File: src/rtl/cal_alarm_pkg.sv
package cal_alarm_pkg;
  localparam int NFLD   = 4;   // sec, min, hour, date
  localparam int DATA_W = 8;

  localparam int F_SEC  = 0;
  localparam int F_MIN  = 1;
  localparam int F_HOUR = 2;
  localparam int F_DATE = 3;

  // {rpt4,rpt3,rpt2,rpt1}: bit i set masks field i
  typedef enum logic [NFLD-1:0] {
    RPT_FULL = 4'b0000,
    RPT_DAY  = 4'b1000,
    RPT_HOUR = 4'b1100,
    RPT_MIN  = 4'b1110,
    RPT_SEC  = 4'b1111
  } rpt_e;

  function automatic logic [NFLD-1:0] eff_mask(input logic [NFLD-1:0] code);
    case (code)
      RPT_FULL, RPT_DAY, RPT_HOUR, RPT_MIN, RPT_SEC: eff_mask = code;
      default:                                       eff_mask = RPT_SEC;
    endcase
  endfunction
endpackage

File: src/rtl/cal_alarm_regs.sv
module cal_alarm_regs
  import cal_alarm_pkg::*;
#(
  parameter int ADDR_W  = 13,
  parameter int FIELD_W = 7,
  parameter logic [ADDR_W-1:0] FLAG_ADDR = 13'h1FF0,
  parameter logic [ADDR_W-1:0] ALM_BASE  = 13'h1FF2,
  parameter logic [ADDR_W-1:0] CTRL_ADDR = 13'h1FF6,
  parameter int AF_BIT  = 6,
  parameter int AFE_BIT = 7,
  parameter int ABE_BIT = 5
) (
  input  logic                           clk_i,
  input  logic                           rst_ni,
  input  logic                           acc_i,
  input  logic                           we_i,
  input  logic [ADDR_W-1:0]              addr_i,
  input  logic [DATA_W-1:0]              wdata_i,
  input  logic                           af_i,
  output logic [NFLD-1:0][FIELD_W-1:0]   alm_o,
  output logic [NFLD-1:0]                rpt_o,
  output logic                           afe_o,
  output logic                           abe_o,
  output logic [DATA_W-1:0]              rdata_o,
  output logic                           flag_rd_o
);
  localparam int RPT_BIT = DATA_W - 1;

  logic            wr;
  logic            rd;
  logic [DATA_W-1:0] rd_val;

  assign wr = acc_i & we_i;
  assign rd = acc_i & ~we_i;

  for (genvar i = 0; i < NFLD; i++) begin : g_fld
    localparam logic [ADDR_W-1:0] FADDR = ADDR_W'(ALM_BASE + ADDR_W'(i));
    always_ff @(posedge clk_i or negedge rst_ni) begin
      if (!rst_ni) begin
        alm_o[i] <= '0;
        rpt_o[i] <= 1'b0;
      end else if (wr && addr_i == FADDR) begin
        alm_o[i] <= wdata_i[FIELD_W-1:0];
        rpt_o[i] <= wdata_i[RPT_BIT];
      end
    end
  end

  always_ff @(posedge clk_i or negedge rst_ni) begin
    if (!rst_ni) begin
      afe_o <= 1'b0;
      abe_o <= 1'b0;
    end else if (wr && addr_i == CTRL_ADDR) begin
      afe_o <= wdata_i[AFE_BIT];
      abe_o <= wdata_i[ABE_BIT];
    end
  end

  always_comb begin
    rd_val = '0;
    if (addr_i == FLAG_ADDR) rd_val[AF_BIT] = af_i;
    if (addr_i == CTRL_ADDR) begin
      rd_val[AFE_BIT] = afe_o;
      rd_val[ABE_BIT] = abe_o;
    end
    for (int i = 0; i < NFLD; i++) begin
      if (addr_i == ADDR_W'(ALM_BASE + ADDR_W'(i))) begin
        rd_val[FIELD_W-1:0] = alm_o[i];
        rd_val[RPT_BIT]     = rpt_o[i];
      end
    end
  end

  always_ff @(posedge clk_i or negedge rst_ni) begin
    if (!rst_ni)  rdata_o <= '0;
    else if (rd)  rdata_o <= rd_val;
  end

  assign flag_rd_o = rd && addr_i == FLAG_ADDR;
endmodule

File: src/rtl/cal_alarm_match.sv
module cal_alarm_match
  import cal_alarm_pkg::*;
#(
  parameter int FIELD_W = 7
) (
  input  logic [NFLD-1:0][FIELD_W-1:0] cur_i,
  input  logic [NFLD-1:0][FIELD_W-1:0] alm_i,
  input  logic [NFLD-1:0]              rpt_i,
  output logic                         hit_o
);
  logic [NFLD-1:0] mask;
  logic [NFLD-1:0] fld_ok;
  logic            off;

  assign mask = eff_mask(rpt_i);

  for (genvar i = 0; i < NFLD; i++) begin : g_cmp
    assign fld_ok[i] = mask[i] | (cur_i[i] == alm_i[i]);
  end

  // zero date with full-match code switches the alarm off
  assign off   = (rpt_i == RPT_FULL) && (alm_i[F_DATE] == '0);
  assign hit_o = (&fld_ok) & ~off;
endmodule

File: src/rtl/cal_alarm_flag.sv
module cal_alarm_flag (
  input  logic clk_i,
  input  logic rst_ni,
  input  logic tick_i,
  input  logic hit_i,
  input  logic clr_i,
  input  logic afe_i,
  input  logic abe_i,
  input  logic backup_i,
  output logic af_o,
  output logic irq_no
);
  always_ff @(posedge clk_i or negedge rst_ni) begin
    if (!rst_ni)              af_o <= 1'b0;
    else if (tick_i && hit_i) af_o <= 1'b1;   // new event beats clear
    else if (clr_i)           af_o <= 1'b0;
  end

  assign irq_no = ~(af_o & afe_i & (~backup_i | abe_i));
endmodule

File: src/rtl/cal_alarm.sv
module cal_alarm
  import cal_alarm_pkg::*;
#(
  parameter int ADDR_W  = 13,
  parameter int FIELD_W = 7,
  parameter logic [ADDR_W-1:0] FLAG_ADDR = 13'h1FF0,
  parameter logic [ADDR_W-1:0] ALM_BASE  = 13'h1FF2,
  parameter logic [ADDR_W-1:0] CTRL_ADDR = 13'h1FF6
) (
  input  logic              clk_i,
  input  logic              rst_ni,
  input  logic              tick_i,
  input  logic [FIELD_W-1:0] sec_i,
  input  logic [FIELD_W-1:0] min_i,
  input  logic [FIELD_W-1:0] hour_i,
  input  logic [FIELD_W-1:0] date_i,
  input  logic              backup_i,
  input  logic              bus_sel_i,
  input  logic              bus_we_i,
  input  logic [ADDR_W-1:0] bus_addr_i,
  input  logic [DATA_W-1:0] bus_wdata_i,
  output logic [DATA_W-1:0] bus_rdata_o,
  output logic              irq_no
);
  logic [NFLD-1:0][FIELD_W-1:0] cur;
  logic [NFLD-1:0][FIELD_W-1:0] alm;
  logic [NFLD-1:0]              rpt;
  logic acc, afe_w, abe_w, af_w, hit, flag_rd;

  assign cur[F_SEC]  = sec_i;
  assign cur[F_MIN]  = min_i;
  assign cur[F_HOUR] = hour_i;
  assign cur[F_DATE] = date_i;
  assign acc = bus_sel_i & ~backup_i;

  cal_alarm_regs #(
    .ADDR_W(ADDR_W), .FIELD_W(FIELD_W),
    .FLAG_ADDR(FLAG_ADDR), .ALM_BASE(ALM_BASE), .CTRL_ADDR(CTRL_ADDR)
  ) u_regs (
    .clk_i(clk_i), .rst_ni(rst_ni), .acc_i(acc), .we_i(bus_we_i),
    .addr_i(bus_addr_i), .wdata_i(bus_wdata_i), .af_i(af_w),
    .alm_o(alm), .rpt_o(rpt), .afe_o(afe_w), .abe_o(abe_w),
    .rdata_o(bus_rdata_o), .flag_rd_o(flag_rd)
  );

  cal_alarm_match #(.FIELD_W(FIELD_W)) u_match (
    .cur_i(cur), .alm_i(alm), .rpt_i(rpt), .hit_o(hit)
  );

  cal_alarm_flag u_flag (
    .clk_i(clk_i), .rst_ni(rst_ni), .tick_i(tick_i), .hit_i(hit),
    .clr_i(flag_rd), .afe_i(afe_w), .abe_i(abe_w), .backup_i(backup_i),
    .af_o(af_w), .irq_no(irq_no)
  );
endmodule

File: config.mk
export PLATFORM = sky130hd
export DESIGN_NAME = cal_alarm
export DESIGN_NICKNAME = d
export VERILOG_FILES = /design/src/rtl/cal_alarm_pkg.sv /design/src/rtl/cal_alarm_regs.sv /design/src/rtl/cal_alarm_match.sv /design/src/rtl/cal_alarm_flag.sv /design/src/rtl/cal_alarm.sv
export SDC_FILE = /design/constraint.sdc
export NUM_CORES = 1
export LEC_CHECK = 0
export ABC_AREA = 0
export CAP_MARGIN = 20
export CELL_PAD_IN_SITES_DETAIL_PLACEMENT = 0
export CELL_PAD_IN_SITES_GLOBAL_PLACEMENT = 1
export CORE_AREA = 2 2 80 82
export CTS_CLUSTER_SIZE = 40
export DETAILED_ROUTE_END_ITERATION = 10
export DIE_AREA = 0 0 82 84
export PLACE_DENSITY_LB_ADDON = 0.2
export REMOVE_ABC_BUFFERS = 1
export SLEW_MARGIN = 5
export SYNTH_ARGS = -nofsm -noshare
export SYNTH_HDL_FRONTEND = slang
export SYNTH_HIERARCHICAL = 1
export SYNTH_SLANG_ARGS = --single-unit
export TNS_END_PERCENT = 100
File: constraint.sdc
create_clock -name clk_i -period 4.5 [get_ports clk_i]
set_input_delay 0.45 -clock clk_i [delete_from_list [all_inputs] [get_ports clk_i]]
set_output_delay 0.45 -clock clk_i [all_outputs]
set_load 0.01 [all_outputs]
==> metrics list <==
* Number of buffers between clock root and the deepest sink: 2
- Maximum clock rate: 0.419 GHz
- Wire per inst: 17.3 um
* Count of TritonRoute iterations in the first routing pass: 4
- Per report_power, the sequential group accounts for 48.4% of the total.
- The number of placed instances, taps included, is 340.
- The number of gates resized after CTS was 0.
- Static leakage: 1.38 nW
- After floorplanning, the core was divided into 29 placement rows.
- Top_reg_cell synth: sky130_fd_sc_hd__dfrtp_1
- Die Wd: 82 um
- Summed over all layers, the routed wires come to 6020 um.
* Number of antenna violations at the first check in global routing: 0
* Actual slew at the worst max-slew pin: 962 ps
* Post-route clock skew: 8.80 ps
* Post-DP HPWL: 4530 um
- Final count of hold timing violations: 0
- CP required: 4680 ps
- Data on the critical path arrives at its endpoint at 2570 ps.
- Count of flip-flops with a built-in enable after synthesis: 0
- CTS sink count: 43
* Avg Synthesized Cell Area: 11.4 um2
* Category of the worst setup path launch point: input port
- Synthesis produced a netlist whose cell count is 206.
- Switching Power: 0.177 mW
* I/O Buffers: 63
* Count of filler cells inserted in the layout: 568
- Overall via count from detail_route: 1832
- Among cell families on the critical path, the largest total delay comes from buffers and inverters.
* Register bit count reported by yosys: 43
- TritonCTS built the clock tree.
- Post-DR vias/cell: 5.26
* Cell-internal power: 0.621 mW
- Post-route clock period utilization: 53.1%
* Final count of negative-setup-slack endpoints: 0
* Number of violations reported at the end of detailed-routing iteration 0: 80
- Final Critical Period: 2390 ps
- Buffer and inverter count on the worst path: 2
* Final Slew Violations: 0
* Worst slack at placement: 1840 ps
- Crit Path Max Fanout: 21
- For this design, the CTS-stage hold fixing added 0 buffers.
- Area share of the largest cell type after synthesis: 45.7%
* Slowest cell on crit path: sky130_fd_sc_hd__clkdlybuf4s50_1
- Across the run, the number of max-cap violations was 0.
- The H-tree generated during clock tree synthesis spans 2 levels.
- Unique cell type count in the Yosys netlist: 38
- Peak supply drop: 0.171 mV
- Total design power: 0.798 mW
- In this run the clock root is driven by a sky130_fd_sc_hd__clkbuf_8.
* Largest net degree at the start of global routing: 44
* Category of the worst setup path capture point: flop
- 0 antenna diodes ended up in the layout.
* Fin cells: 348
- Ordered list of cells on the worst path: clkdlybuf4s50_1, inv_1, nor2_1, nand2_2, mux2_2
* Inserted Clock Buffers: 5
- Type of the worst min-delay path: in2async
- From bottom edge to top edge, the die measures 84 um.
- Hold Slack: 298 ps
* Cells taking the most area after synthesis: sky130_fd_sc_hd__dfrtp_1 46%, sky130_fd_sc_hd__mux2_2 17%, sky130_fd_sc_hd__xnor2_1 6.0%
* Wire length of the first global-routing pass: 9450 um
- Area growth from synthesis to layout: 34.6%
- After the last flow step, the layout net total stands at 325.
* Total number of yosys warnings: 6
- After detailed routing, the number of remaining DRC violations is 0.
- Initial core utilization: 38.6%
- Critical path type: in2reg
- Sequential element share of the synthesized area: 45.7%
- At the end of routability-driven placement, the weighted congestion stood at 0.784.
* Count of nets left with antenna violations after detail routing: 0
- In the synthesized netlist the async set-or-reset flop fraction comes to 100%.
- For this run, the slowest stage of the critical path takes 1050 ps.
* Clock transition at the register clock pins on the worst setup and hold paths after CTS: 90 ps
- sky130_fd_sc_hd__dfrtp_1 takes more of the synthesized area than any other cell.
- Run status: finished, final reports clean
- The number of global-route vias before repair is 1803.
- Worst rel slew slack: 35.9%
* Die area: 6890 um2
- Power density over cell area: 252 nW/um2
- Unrepaired setup endpoints after global routing: false
- Area of the mapped netlist: 2350 um2
* Leftover overflow at the end of global routing: 0
- Fraction of final layout cells with drive strength greater than 1: 20.3%
- The core region is 6100 um2.
- Number of setup buffers added after CTS: 0
- Clock power share: 39.6%
- Net switching is 22.2% of the power.
* Final critical-path setup slack: 2110 ps
* GRT Total Usage: 18.3%
* Fin Setup TNS: 0 ps
- Number of primary I/O pins: 64
- The clock reaches the later pin of the worst-skew pair after 300 ps.
- Of the total power, combinational logic draws 11.9%.
-- synth_stat cells (5+ instances only) --
master                     n
sky130_fd_sc_hd__mux2_2   36
sky130_fd_sc_hd__xnor2_1  16
sky130_fd_sc_hd__dfrtp_1  43
sky130_fd_sc_hd__nand2_1  14
sky130_fd_sc_hd__mux2i_1   5
sky130_fd_sc_hd__nand4_1   7
sky130_fd_sc_hd__o21ai_0  10
sky130_fd_sc_hd__inv_1     5
sky130_fd_sc_hd__o31ai_1   5
sky130_fd_sc_hd__nor2_1    6
sky130_fd_sc_hd__o22ai_1   5
sky130_fd_sc_hd__xor2_1   11
-- power by group through the flow --
stage | Clock [mW] | Combinational [mW] | Sequential [mW]
after floorplan | 0 | 0.0244 | 0.394
after CTS | 0.322 | 0.0966 | 0.386
after global placement | 0 | 0.0958 | 0.394
after detailed placement | 0 | 0.0962 | 0.394
final | 0.316 | 0.0950 | 0.386
after global routing | 0.337 | 0.103 | 0.387
-- sequential cells by signal, summed over array words and instances (netlist names) --
signal / flops
u_regs/abe_o: 1
u_regs/rpt_o: 4
u_flag/af_o: 1
u_regs/afe_o: 1
u_regs/rdata_o: 8
u_regs/alm_o: 28
-- layout make-up --
class | instances | area (um2) | share of cell area (%)
Multi-Input combinational cell | 152 | 1230 | 38.9
Sequential cell | 43 | 1080 | 34.0
Timing Repair Buffer | 63 | 626 | 19.7
Tap cell | 77 | 96.3 | 3.04
Clock buffer | 6 | 82.6 | 2.61
Clock inverter | 2 | 35.0 | 1.11
Inverter | 5 | 18.8 | 0.592
-- cell usage in the layout, fill, tap and decap left out, types with 3 or more instances in the layout --
cell                               n
sky130_fd_sc_hd__clkbuf_8          6
sky130_fd_sc_hd__clkdlybuf4s50_1  62
sky130_fd_sc_hd__dfrtp_1          43
sky130_fd_sc_hd__inv_1             5
sky130_fd_sc_hd__mux2_2           36
sky130_fd_sc_hd__mux2i_1           5
sky130_fd_sc_hd__nand2_1          14
sky130_fd_sc_hd__nand2b_1          3
sky130_fd_sc_hd__nand4_1           7
sky130_fd_sc_hd__nor2_1            6
sky130_fd_sc_hd__nor3_1            3
sky130_fd_sc_hd__nor4_1            3
sky130_fd_sc_hd__o211ai_1          3
sky130_fd_sc_hd__o21ai_0          10
sky130_fd_sc_hd__o22ai_1           5
sky130_fd_sc_hd__o31ai_1           5
sky130_fd_sc_hd__xnor2_1          16
sky130_fd_sc_hd__xor2_1           11
-- metal layers --
layer	global-route usage, %	wire length (um)
met4	6.36	119
met5	0	0
met1	25.8	2760
met2	28.3	2840
met3	2.92	304
-- final timing paths --
check | startpoint | end | slack [ps] | cells after the start
min in group clk_i | u_regs/rdata_o[7] | u_regs/rdata_o[7] | 480 | 2
worst max-delay path | bus_addr_i[0] | u_regs/rpt_o[1] | 2110 | 5
worst min-delay path | rst_ni | u_regs/rdata_o[7] | 300 | 1
worst min register to register | u_regs/rdata_o[7] | u_regs/rdata_o[7] | 480 | 2
worst max register to register | u_regs/alm_o[20] | u_flag/af_o | 2840 | 7
max in group asynchronous | rst_ni | u_regs/alm_o[14] | 3600 | 1
-- per-stage QoR --
step / utilization [%] / area (um2)
floorplan: - / 2330
global placement: 50.0 / 3050
detailed placement: 50.0 / 3050
CTS: 52.0 / 3170
global route: 52.0 / 3170
finish: 52.0 / 3170
-- cell families after synthesis --
| logic type | share of synthesized area [%] |
|---|---|
| and+or+nand+nor | 12.9 |
| AOI/OAI and AO/OA | 10.2 |
| DFF | 45.7 |
| xor gates and xnor gates | 10.0 |
| muxes | 19.4 |
| buffers and inverters | 1.86 |
No activity file was read; power rests on OpenSTA's default activity.
